--- src/rtl/txch_td_pkg.sv ---
package txch_td_pkg;

    typedef enum logic [2:0] {
        ST_IDLE,
        ST_ACTIVE,
        ST_TD_DRAIN,
        ST_TD_SEND_PKT,
        ST_TD_WAIT_REMOTE,
        ST_TD_COMPLETE,
        ST_PAUSED
    } td_state_e;

    // bit2 pause_on_err, bit1 no_marker, bit0 wait_remote
    typedef struct packed {
        logic pause_on_err;
        logic no_marker;
        logic wait_remote;
    } td_mode_t;

    localparam int MODE_W = $bits(td_mode_t);

    localparam logic [1:0] SEL_MODE = 2'd0;
    localparam logic [1:0] SEL_QNUM = 2'd1;
    localparam logic [1:0] SEL_EVT  = 2'd2;

endpackage

--- src/rtl/txch_td_cfg.sv ---
module txch_td_cfg
    import txch_td_pkg::*;
#(
    parameter int CW = 16,
    parameter int QW = 16,
    parameter int EW = 16
) (
    input  logic          clk,
    input  logic          rst_n,
    input  logic          chan_en,
    input  logic          wr_en,
    input  logic [1:0]    wr_sel,
    input  logic [CW-1:0] wr_data,
    output td_mode_t      mode,
    output logic [QW-1:0] qnum,
    output logic [EW-1:0] evt_num
);

    localparam logic [EW-1:0] EVT_NONE = '1;

    logic unused_hi;
    assign unused_hi = ^wr_data[CW-1:MODE_W];

    always_ff @(posedge clk) begin
        if (!rst_n) begin
            mode    <= '0;
            qnum    <= '0;
            evt_num <= EVT_NONE;
        end else if (wr_en && !chan_en) begin
            case (wr_sel)
                SEL_MODE: mode    <= td_mode_t'(wr_data[MODE_W-1:0]);
                SEL_QNUM: qnum    <= wr_data[QW-1:0];
                SEL_EVT:  evt_num <= wr_data[EW-1:0];
                default:  ;
            endcase
        end
    end

    AST_CFG_LOCK_QNUM: assert property (@(posedge clk) disable iff (!rst_n)
        chan_en |=> $stable(qnum));
    AST_CFG_LOCK_EVT: assert property (@(posedge clk) disable iff (!rst_n)
        chan_en |=> $stable(evt_num));
    AST_CFG_LOCK_MODE: assert property (@(posedge clk) disable iff (!rst_n)
        chan_en |=> $stable(mode));

endmodule

--- src/rtl/txch_td_evt.sv ---
module txch_td_evt #(
    parameter int EW = 16
) (
    input  logic          clk,
    input  logic          rst_n,
    input  logic          err,
    input  logic          live,
    input  logic [EW-1:0] num,
    output logic          evt_valid,
    output logic [EW-1:0] evt_num
);

    localparam logic [EW-1:0] EVT_NONE = '1;

    always_ff @(posedge clk) begin
        if (!rst_n) begin
            evt_valid <= 1'b0;
            evt_num   <= '0;
        end else begin
            evt_valid <= err && live && (num != EVT_NONE);
            if (err && live) begin
                evt_num <= num;
            end
        end
    end

    AST_EVT_AFTER_ERR: assert property (@(posedge clk) disable iff (!rst_n)
        evt_valid |-> $past(err));
    AST_EVT_NOT_NONE: assert property (@(posedge clk) disable iff (!rst_n)
        evt_valid |-> (evt_num != EVT_NONE));

endmodule

--- src/rtl/txch_td_fsm.sv ---
module txch_td_fsm
    import txch_td_pkg::*;
(
    input  logic     clk,
    input  logic     rst_n,
    input  logic     chan_en,
    input  logic     td_req,
    input  logic     work_busy,
    input  logic     remote_sts,
    input  logic     xfer_err,
    input  logic     unpause,
    input  td_mode_t mode,
    output logic     marker,
    output logic     cpl,
    output logic     paused,
    output logic     drop_work,
    output logic     live
);

    td_state_e state, nxt;
    logic      en_q;

    always_ff @(posedge clk) begin
        if (!rst_n) begin
            state <= ST_IDLE;
            en_q  <= 1'b0;
        end else begin
            state <= nxt;
            en_q  <= chan_en;
        end
    end

    always_comb begin
        nxt = state;
        unique case (state)
            ST_IDLE: begin
                if (chan_en && !en_q) nxt = ST_ACTIVE;
            end
            ST_ACTIVE: begin
                if (!chan_en)                            nxt = ST_IDLE;
                else if (td_req)                         nxt = ST_TD_DRAIN;
                else if (xfer_err && mode.pause_on_err)  nxt = ST_PAUSED;
            end
            ST_TD_DRAIN: begin
                if (!work_busy) begin
                    if (!mode.no_marker)      nxt = ST_TD_SEND_PKT;
                    else if (mode.wait_remote) nxt = ST_TD_WAIT_REMOTE;
                    else                       nxt = ST_TD_COMPLETE;
                end
            end
            ST_TD_SEND_PKT: begin
                nxt = mode.wait_remote ? ST_TD_WAIT_REMOTE : ST_TD_COMPLETE;
            end
            ST_TD_WAIT_REMOTE: begin
                if (remote_sts) nxt = ST_TD_COMPLETE;
            end
            ST_TD_COMPLETE: begin
                nxt = ST_IDLE;
            end
            ST_PAUSED: begin
                if (!chan_en)     nxt = ST_IDLE;
                else if (td_req)  nxt = ST_TD_COMPLETE;
                else if (unpause) nxt = ST_ACTIVE;
            end
            default: nxt = ST_IDLE;
        endcase
    end

    always_comb begin
        marker    = (state == ST_TD_SEND_PKT);
        cpl       = (state == ST_TD_COMPLETE);
        paused    = (state == ST_PAUSED);
        drop_work = (state == ST_ACTIVE) && xfer_err && !mode.pause_on_err;
        live      = (state != ST_IDLE);
    end

    AST_DRAIN_HOLDS: assert property (@(posedge clk) disable iff (!rst_n)
        (state == ST_TD_DRAIN && work_busy) |=> (state == ST_TD_DRAIN));
    AST_REMOTE_HOLDS: assert property (@(posedge clk) disable iff (!rst_n)
        (state == ST_TD_WAIT_REMOTE && !remote_sts) |=> !cpl);
    AST_PAUSE_ENTRY: assert property (@(posedge clk) disable iff (!rst_n)
        (state == ST_ACTIVE && chan_en && xfer_err && mode.pause_on_err && !td_req) |=> paused);
    AST_CPL_ONE_CYCLE: assert property (@(posedge clk) disable iff (!rst_n)
        cpl |=> (state == ST_IDLE));
    AST_PAUSED_TD: assert property (@(posedge clk) disable iff (!rst_n)
        (paused && chan_en && td_req) |=> cpl);
    AST_MARKER_ORDER: assert property (@(posedge clk) disable iff (!rst_n)
        marker |=> (!marker && !paused));

endmodule

--- src/rtl/txch_td_ctrl.sv ---
module txch_td_ctrl
    import txch_td_pkg::*;
#(
    parameter int CW = 16,
    parameter int QW = 16,
    parameter int EW = 16
) (
    input  logic          clk,
    input  logic          rst_n,
    input  logic          chan_en,
    input  logic          cfg_wr,
    input  logic [1:0]    cfg_sel,
    input  logic [CW-1:0] cfg_wdata,
    input  logic          td_req,
    input  logic          work_busy,
    input  logic          remote_sts,
    input  logic          xfer_err,
    input  logic          unpause,
    output logic          drop_work,
    output logic          paused,
    output logic          td_marker,
    output logic          cpl_valid,
    output logic [QW-1:0] cpl_qnum,
    output logic          err_evt_valid,
    output logic [EW-1:0] err_evt_num
);

    td_mode_t      mode;
    logic [EW-1:0] evt_cfg;
    logic          live;

    txch_td_cfg #(.CW(CW), .QW(QW), .EW(EW)) u_cfg (
        .clk     (clk),
        .rst_n   (rst_n),
        .chan_en (chan_en),
        .wr_en   (cfg_wr),
        .wr_sel  (cfg_sel),
        .wr_data (cfg_wdata),
        .mode    (mode),
        .qnum    (cpl_qnum),
        .evt_num (evt_cfg)
    );

    txch_td_fsm u_fsm (
        .clk        (clk),
        .rst_n      (rst_n),
        .chan_en    (chan_en),
        .td_req     (td_req),
        .work_busy  (work_busy),
        .remote_sts (remote_sts),
        .xfer_err   (xfer_err),
        .unpause    (unpause),
        .mode       (mode),
        .marker     (td_marker),
        .cpl        (cpl_valid),
        .paused     (paused),
        .drop_work  (drop_work),
        .live       (live)
    );

    txch_td_evt #(.EW(EW)) u_evt (
        .clk       (clk),
        .rst_n     (rst_n),
        .err       (xfer_err),
        .live      (live),
        .num       (evt_cfg),
        .evt_valid (err_evt_valid),
        .evt_num   (err_evt_num)
    );

endmodule

--- config.mk ---
export PLATFORM = sky130hd
export DESIGN_NAME = txch_td_ctrl
export DESIGN_NICKNAME = d
export VERILOG_FILES = /design/src/rtl/txch_td_pkg.sv /design/src/rtl/txch_td_cfg.sv /design/src/rtl/txch_td_evt.sv /design/src/rtl/txch_td_fsm.sv /design/src/rtl/txch_td_ctrl.sv
export SDC_FILE = /design/constraint.sdc
export NUM_CORES = 1
export LEC_CHECK = 0
export ABC_AREA = 1
export BUFFER_PORTS_ARGS = -buffer_cell sky130_fd_sc_hd__buf_2
export CAP_MARGIN = 20
export CORE_MARGIN = 5
export CORE_UTILIZATION = 45
export CTS_CLUSTER_DIAMETER = 60
export DETAILED_ROUTE_END_ITERATION = 10
export PLACE_DENSITY = 0.81
export REMOVE_ABC_BUFFERS = 1
export SYNTH_ARGS = -nofsm -noshare
export SYNTH_HDL_FRONTEND = slang
export SYNTH_SLANG_ARGS = --single-unit
--- constraint.sdc ---
create_clock -name clk -period 1.35 [get_ports clk]
set_input_delay 0.135 -clock clk [delete_from_list [all_inputs] [get_ports clk]]
set_output_delay 0.135 -clock clk [all_outputs]
set_load 0.03 [all_outputs]
* After elaboration in Yosys (flattened, before gate mapping)
Cells that the tools add are included.
** Word-level totals
- Output and inout bits :: 37
- Word-level logic and storage cells :: 52
- Flip-flop bits (word level) :: 56
- Bits of input ports :: 27
** Operators by class
- Reduce and logical (&&, ||, !) cells :: 17
- Equality and inequality tests :: 14
- Muxes and demuxes :: 12
** Operators by type and width (number)
- $mux 3 :: 10
- $pmux 3 s6 :: 1
- $ne 16x16->1 const B :: 1
- $eq 3x3->1 const B :: 3
- $logic_and 1x1->1 :: 7
- $eq 3x2->1 const B :: 2
- $reduce_and 2->1 :: 3
- $reduce_and 5->1 :: 1
- $ne 2x2->1 const B :: 2
- $ne 4x3->1 const B :: 1
- $ne 4x4->1 const B :: 1
- $eq 3x1->1 const B :: 1
- $logic_not 1->1 :: 3
- $logic_not 3->1 :: 1
- $reduce_bool 3->1 :: 1
- $eq 2x1->1 const B :: 1
- $eq 2x2->1 const B :: 1
- $logic_not 2->1 :: 1
- $ne 2x1->1 const B :: 1
- $mux 1 :: 1

* Longest topological paths before layout
- Depth after elaboration :: 5
- Gate-level depth with buffers :: 10

* Cells and area by module
From an unflattened synthesis, not the netlist that was laid out.
** Unflattened totals
- Cells, all modules :: 358
- Area, all modules :: 2537.4 um2
** By module, submodules not included
- txch_td_cfg :: area an instance 1457.6 um2, cells each 199, times used 1
- txch_td_evt :: area an instance 665.6 um2, cells each 87, times used 1
- txch_td_fsm :: area an instance 414.1 um2, cells each 72, times used 1

* Worst setup path before layout
No wires, ideal clock.
- Path type :: reg2out
- Start :: reg u_fsm.state[1]
- End :: out drop_work
- Buffers on the path :: 1
- Stages on the path, launching flop included :: 5
- Data arrival time :: 1.153 ns
- Path slack :: 0.062 ns
- Cells stage by stage :: dfxtp_1 buf_2 nor3_2 nand2_1 nor2_1
** On the way
- Word-level cells in the longest chain between the ends :: 3
** Ends and longest elaborated chain
- start, declared :: line txch_td_fsm.sv:20 : td_state_e state, nxt;
- start signal, assigned :: line txch_td_fsm.sv:28 : state <= nxt;
- $eq 3x1->1 :: line txch_td_fsm.sv:73 : drop_work = (state == ST_ACTIVE) && xfer_err && !mode.pause_on_err;
- $logic_and 1x1->1 (2 in a row) :: line txch_td_fsm.sv:73
- end, declared :: line txch_td_ctrl.sv:19 : output logic drop_work,
Every way passes these cells.

* Final worst setup path
Ends and elaborated chain as after synthesis.

==> run summary <==
Status - completed
Initial Util - 0.4696
Die height - 80.90 um
Final Hold Viols - 0
Max Fanout on Critical Path - 6
Worst-Skew Late Latency - 0.31 ns
Critical Path RT - 1.22 ns
Vias in the first global route - 1,944
I/O Buffers - 63
Worst-Margin Slew - 0.4301 ns
R2r endpoint - u_fsm.state[1]$_SDFFE_PN0P_
EDFF count, synth - 0
Period minus WS final - 1.330 ns
Layout area overhead - 23.06%
Clk buf depth - 2
CTS sink count - 56
Design area - 2784 sq um
RSZ-0062 raised after global routing - true
Post-layout nets - 381
Most frequent cells in the layout - 61 x buf_2, 60 x nor2_1, 53 x dfxtp_1, 34 x nand2_1, 23 x o21ai_1
Ys flop type - dfxtp_1
Vias per inst - 4.803
HP Class - primary input to flip-flop
Die X - 80.90 um
Drt wl/cell - 11.98 um
Drt pass-1 iters - 4
Clock skew - 0.007877 ns
FF-to-FF path depth - 9
First-pass GRT wire length - 8404 um
Fill count - 475
PD cells - 1663 nW/um^2
Post-Synthesis Cells - 289
Peak supply drop - 1.016 mV
CTS tree - built
FF+latch count, synth - 56
Crit path kind - flip-flop to primary output
I/O pins - 64
Crit path DAT - 1.20 ns
Total global-route track usage - 0.1647
CTS H-tree lvls - 2
Share of cells above drive strength 1 - 0.3042
Clock slew at reported path FFs - 0.10 ns
Placer Congestion - 0.9085
Fmax - 751.8 MHz
Die ar. - 6545 sq um
Commonest non-fill, non-tap cell in the layout - buf_2
Sequential area share after synthesis - 0.4956
Residual DRC count - 0
Share of flip-flops with an asynchronous set or reset - 0
Worst rel slew slack - 0.7133
CP Launch Type - flip-flop
Largest cells by area after synthesis - dfxtp_1 50%, nor2_1 10%, nand2_1 5.6%
Mapped cell area - 2262 sq um
Dpl cell area - 2635 sq um
Total number of vias - 2,027
Crit path to - drop_work
Cell taking the most area after synthesis - dfxtp_1
Num CTS Buffers - 5
Reg area - 1127 sq um
N_diodes - 0
FF-to-FF Start - u_fsm.state[0]$_SDFFE_PN0P_
Maxcap violations - 0
Cts hold-fix bufs - 0
CP endpoint kind - primary output
Syn Area/Cell - 7.828 sq um
Crit path from - u_fsm.state[1]$_SDFFE_PN0P_
Yosys warns - 0
Grt total ovfl - 0
Total Wirelength - 5057 um
Root Buffer - clkbuf_8
P_leak - 1.401 nW
Reg2reg setup slack - 0.09 ns
Final cell count without fillers - 422
Iteration-0 DRC Markers - 99
Yosys top cell area share - 0.4956
Core area - 4817 sq um
Endpoints failing setup - 0
Post-route ant nets - 0
FP Rows - 25
Slew Limit Fails - 0
Initial antenna violation count - 0
DP HPWL - 3748 um
Synth cell types - 27
Largest net degree at the start of global routing - 29
Final critical-path share of the clock period - 0.9853
DP Cell Count - 411
Area of the multi-input gates - 953.4 sq um
## cell usage after synthesis, types with 2 or more instances
| library cell | number |
|---|---|
| inv_1 | 21 |
| clkbuf_1 | 6 |
| o211ai_2 | 4 |
| nor2_1 | 60 |
| inv_2 | 8 |
| nor2_2 | 2 |
| nand2_1 | 34 |
| nand4_1 | 5 |
| o211ai_1 | 7 |
| nand3_2 | 2 |
| buf_6 | 5 |
| o21ai_1 | 23 |
| buf_2 | 2 |
| o21ai_0 | 14 |
| dfxtp_1 | 56 |
| nand2_2 | 7 |
| a21oi_1 | 12 |
| nand3_1 | 12 |
## sequential cells by signal, summed over array words and instances, names as in the netlist
name and count:
u_cfg.evt_num 16, u_cfg.qnum 16, u_evt.evt_num 16, u_cfg.mode 3, u_fsm.state 3, u_evt.evt_valid 1
u_fsm.en_q 1
## per-stage QoR
step | setup WS (ns) | util | total power, W | hold slack (ns) | TNS, ns
after floorplan | 0.03506 | - | 0.003143 | 0.2105 | 0
after global placement | 0.1398 | 0.5470 | 0.003541 | 0.3579 | 0
after global routing | -0.03022 | 0.5779 | 0.004927 | 0.03738 | -0.03022
final | 0.01982 | 0.5779 | 0.004629 | 0.03869 | 0
after CTS | -0.01797 | 0.5722 | 0.004622 | 0.03050 | -0.01797
after detailed placement | 0.07695 | 0.5470 | 0.003588 | 0.3614 | 0
## worst min path at each step
stage,start,endpoint,slack (ns),cells past startpoint
after global routing,cfg_wdata[7],u_cfg.evt_num[7]$_SDFFE_PN1P_,0.04,3
after CTS,cfg_wdata[7],u_cfg.evt_num[7]$_SDFFE_PN1P_,0.03,3
final,cfg_wdata[7],u_cfg.evt_num[7]$_SDFFE_PN1P_,0.04,3
after global placement,cfg_wdata[9],u_cfg.evt_num[9]$_SDFFE_PN1P_,0.36,3
after detailed placement,cfg_wdata[7],u_cfg.evt_num[7]$_SDFFE_PN1P_,0.36,3
after floorplan,rst_n,u_cfg.evt_num[6]$_SDFFE_PN1P_,0.21,1
## critical path: stages, from the launching register on
cell and delay [ns]:
dfxtp_4 0.39, nor3_4 0.19, nand2_1 0.06, nor2_1 0.09, buf_4 0.16
## where the power goes
group | leakage [nW] | total [W] | switching (W) | internal (W)
combinational | 0.897 | 0.00162 | 0.00109 | 0.000539
sequential | 0.460 | 0.00205 | 0.000163 | 0.00189
clock | 0.0445 | 0.000952 | 0.000534 | 0.000418
## cells by family after synthesis
group / synth area share
compound gates: 0.1565
flops: 0.4956
simple gates: 0.2577
buf+inv: 0.09016
## layout make-up
| type | instances | area share |
|---|---|---|
| Timing Repair Buffer | 71 | 0.1474 |
| Tap cell | 67 | 0.03011 |
| Multi-Input combinational cell | 190 | 0.3425 |
| Clock inverter | 1 | 0.002697 |
| Inverter | 30 | 0.04135 |
| Sequential cell | 56 | 0.4049 |
| Clock buffer | 7 | 0.03101 |
## what timing repair did
item                       4_1_cts  5_1_grt
pin swaps                        1        1
setup endpoints to repair        3       14
gates resized for setup          5        5
setup buffers                    2        1
## metal layers
metal  track usage  vias up  share of wire
met2        0.2923       47           0.48
met1        0.1863      905           0.44
met4       0.06926        0          0.013
met3       0.04213        4          0.064
met5             0        -              0
li1              -     1071              -
Power figures use the tool's default switching activity.
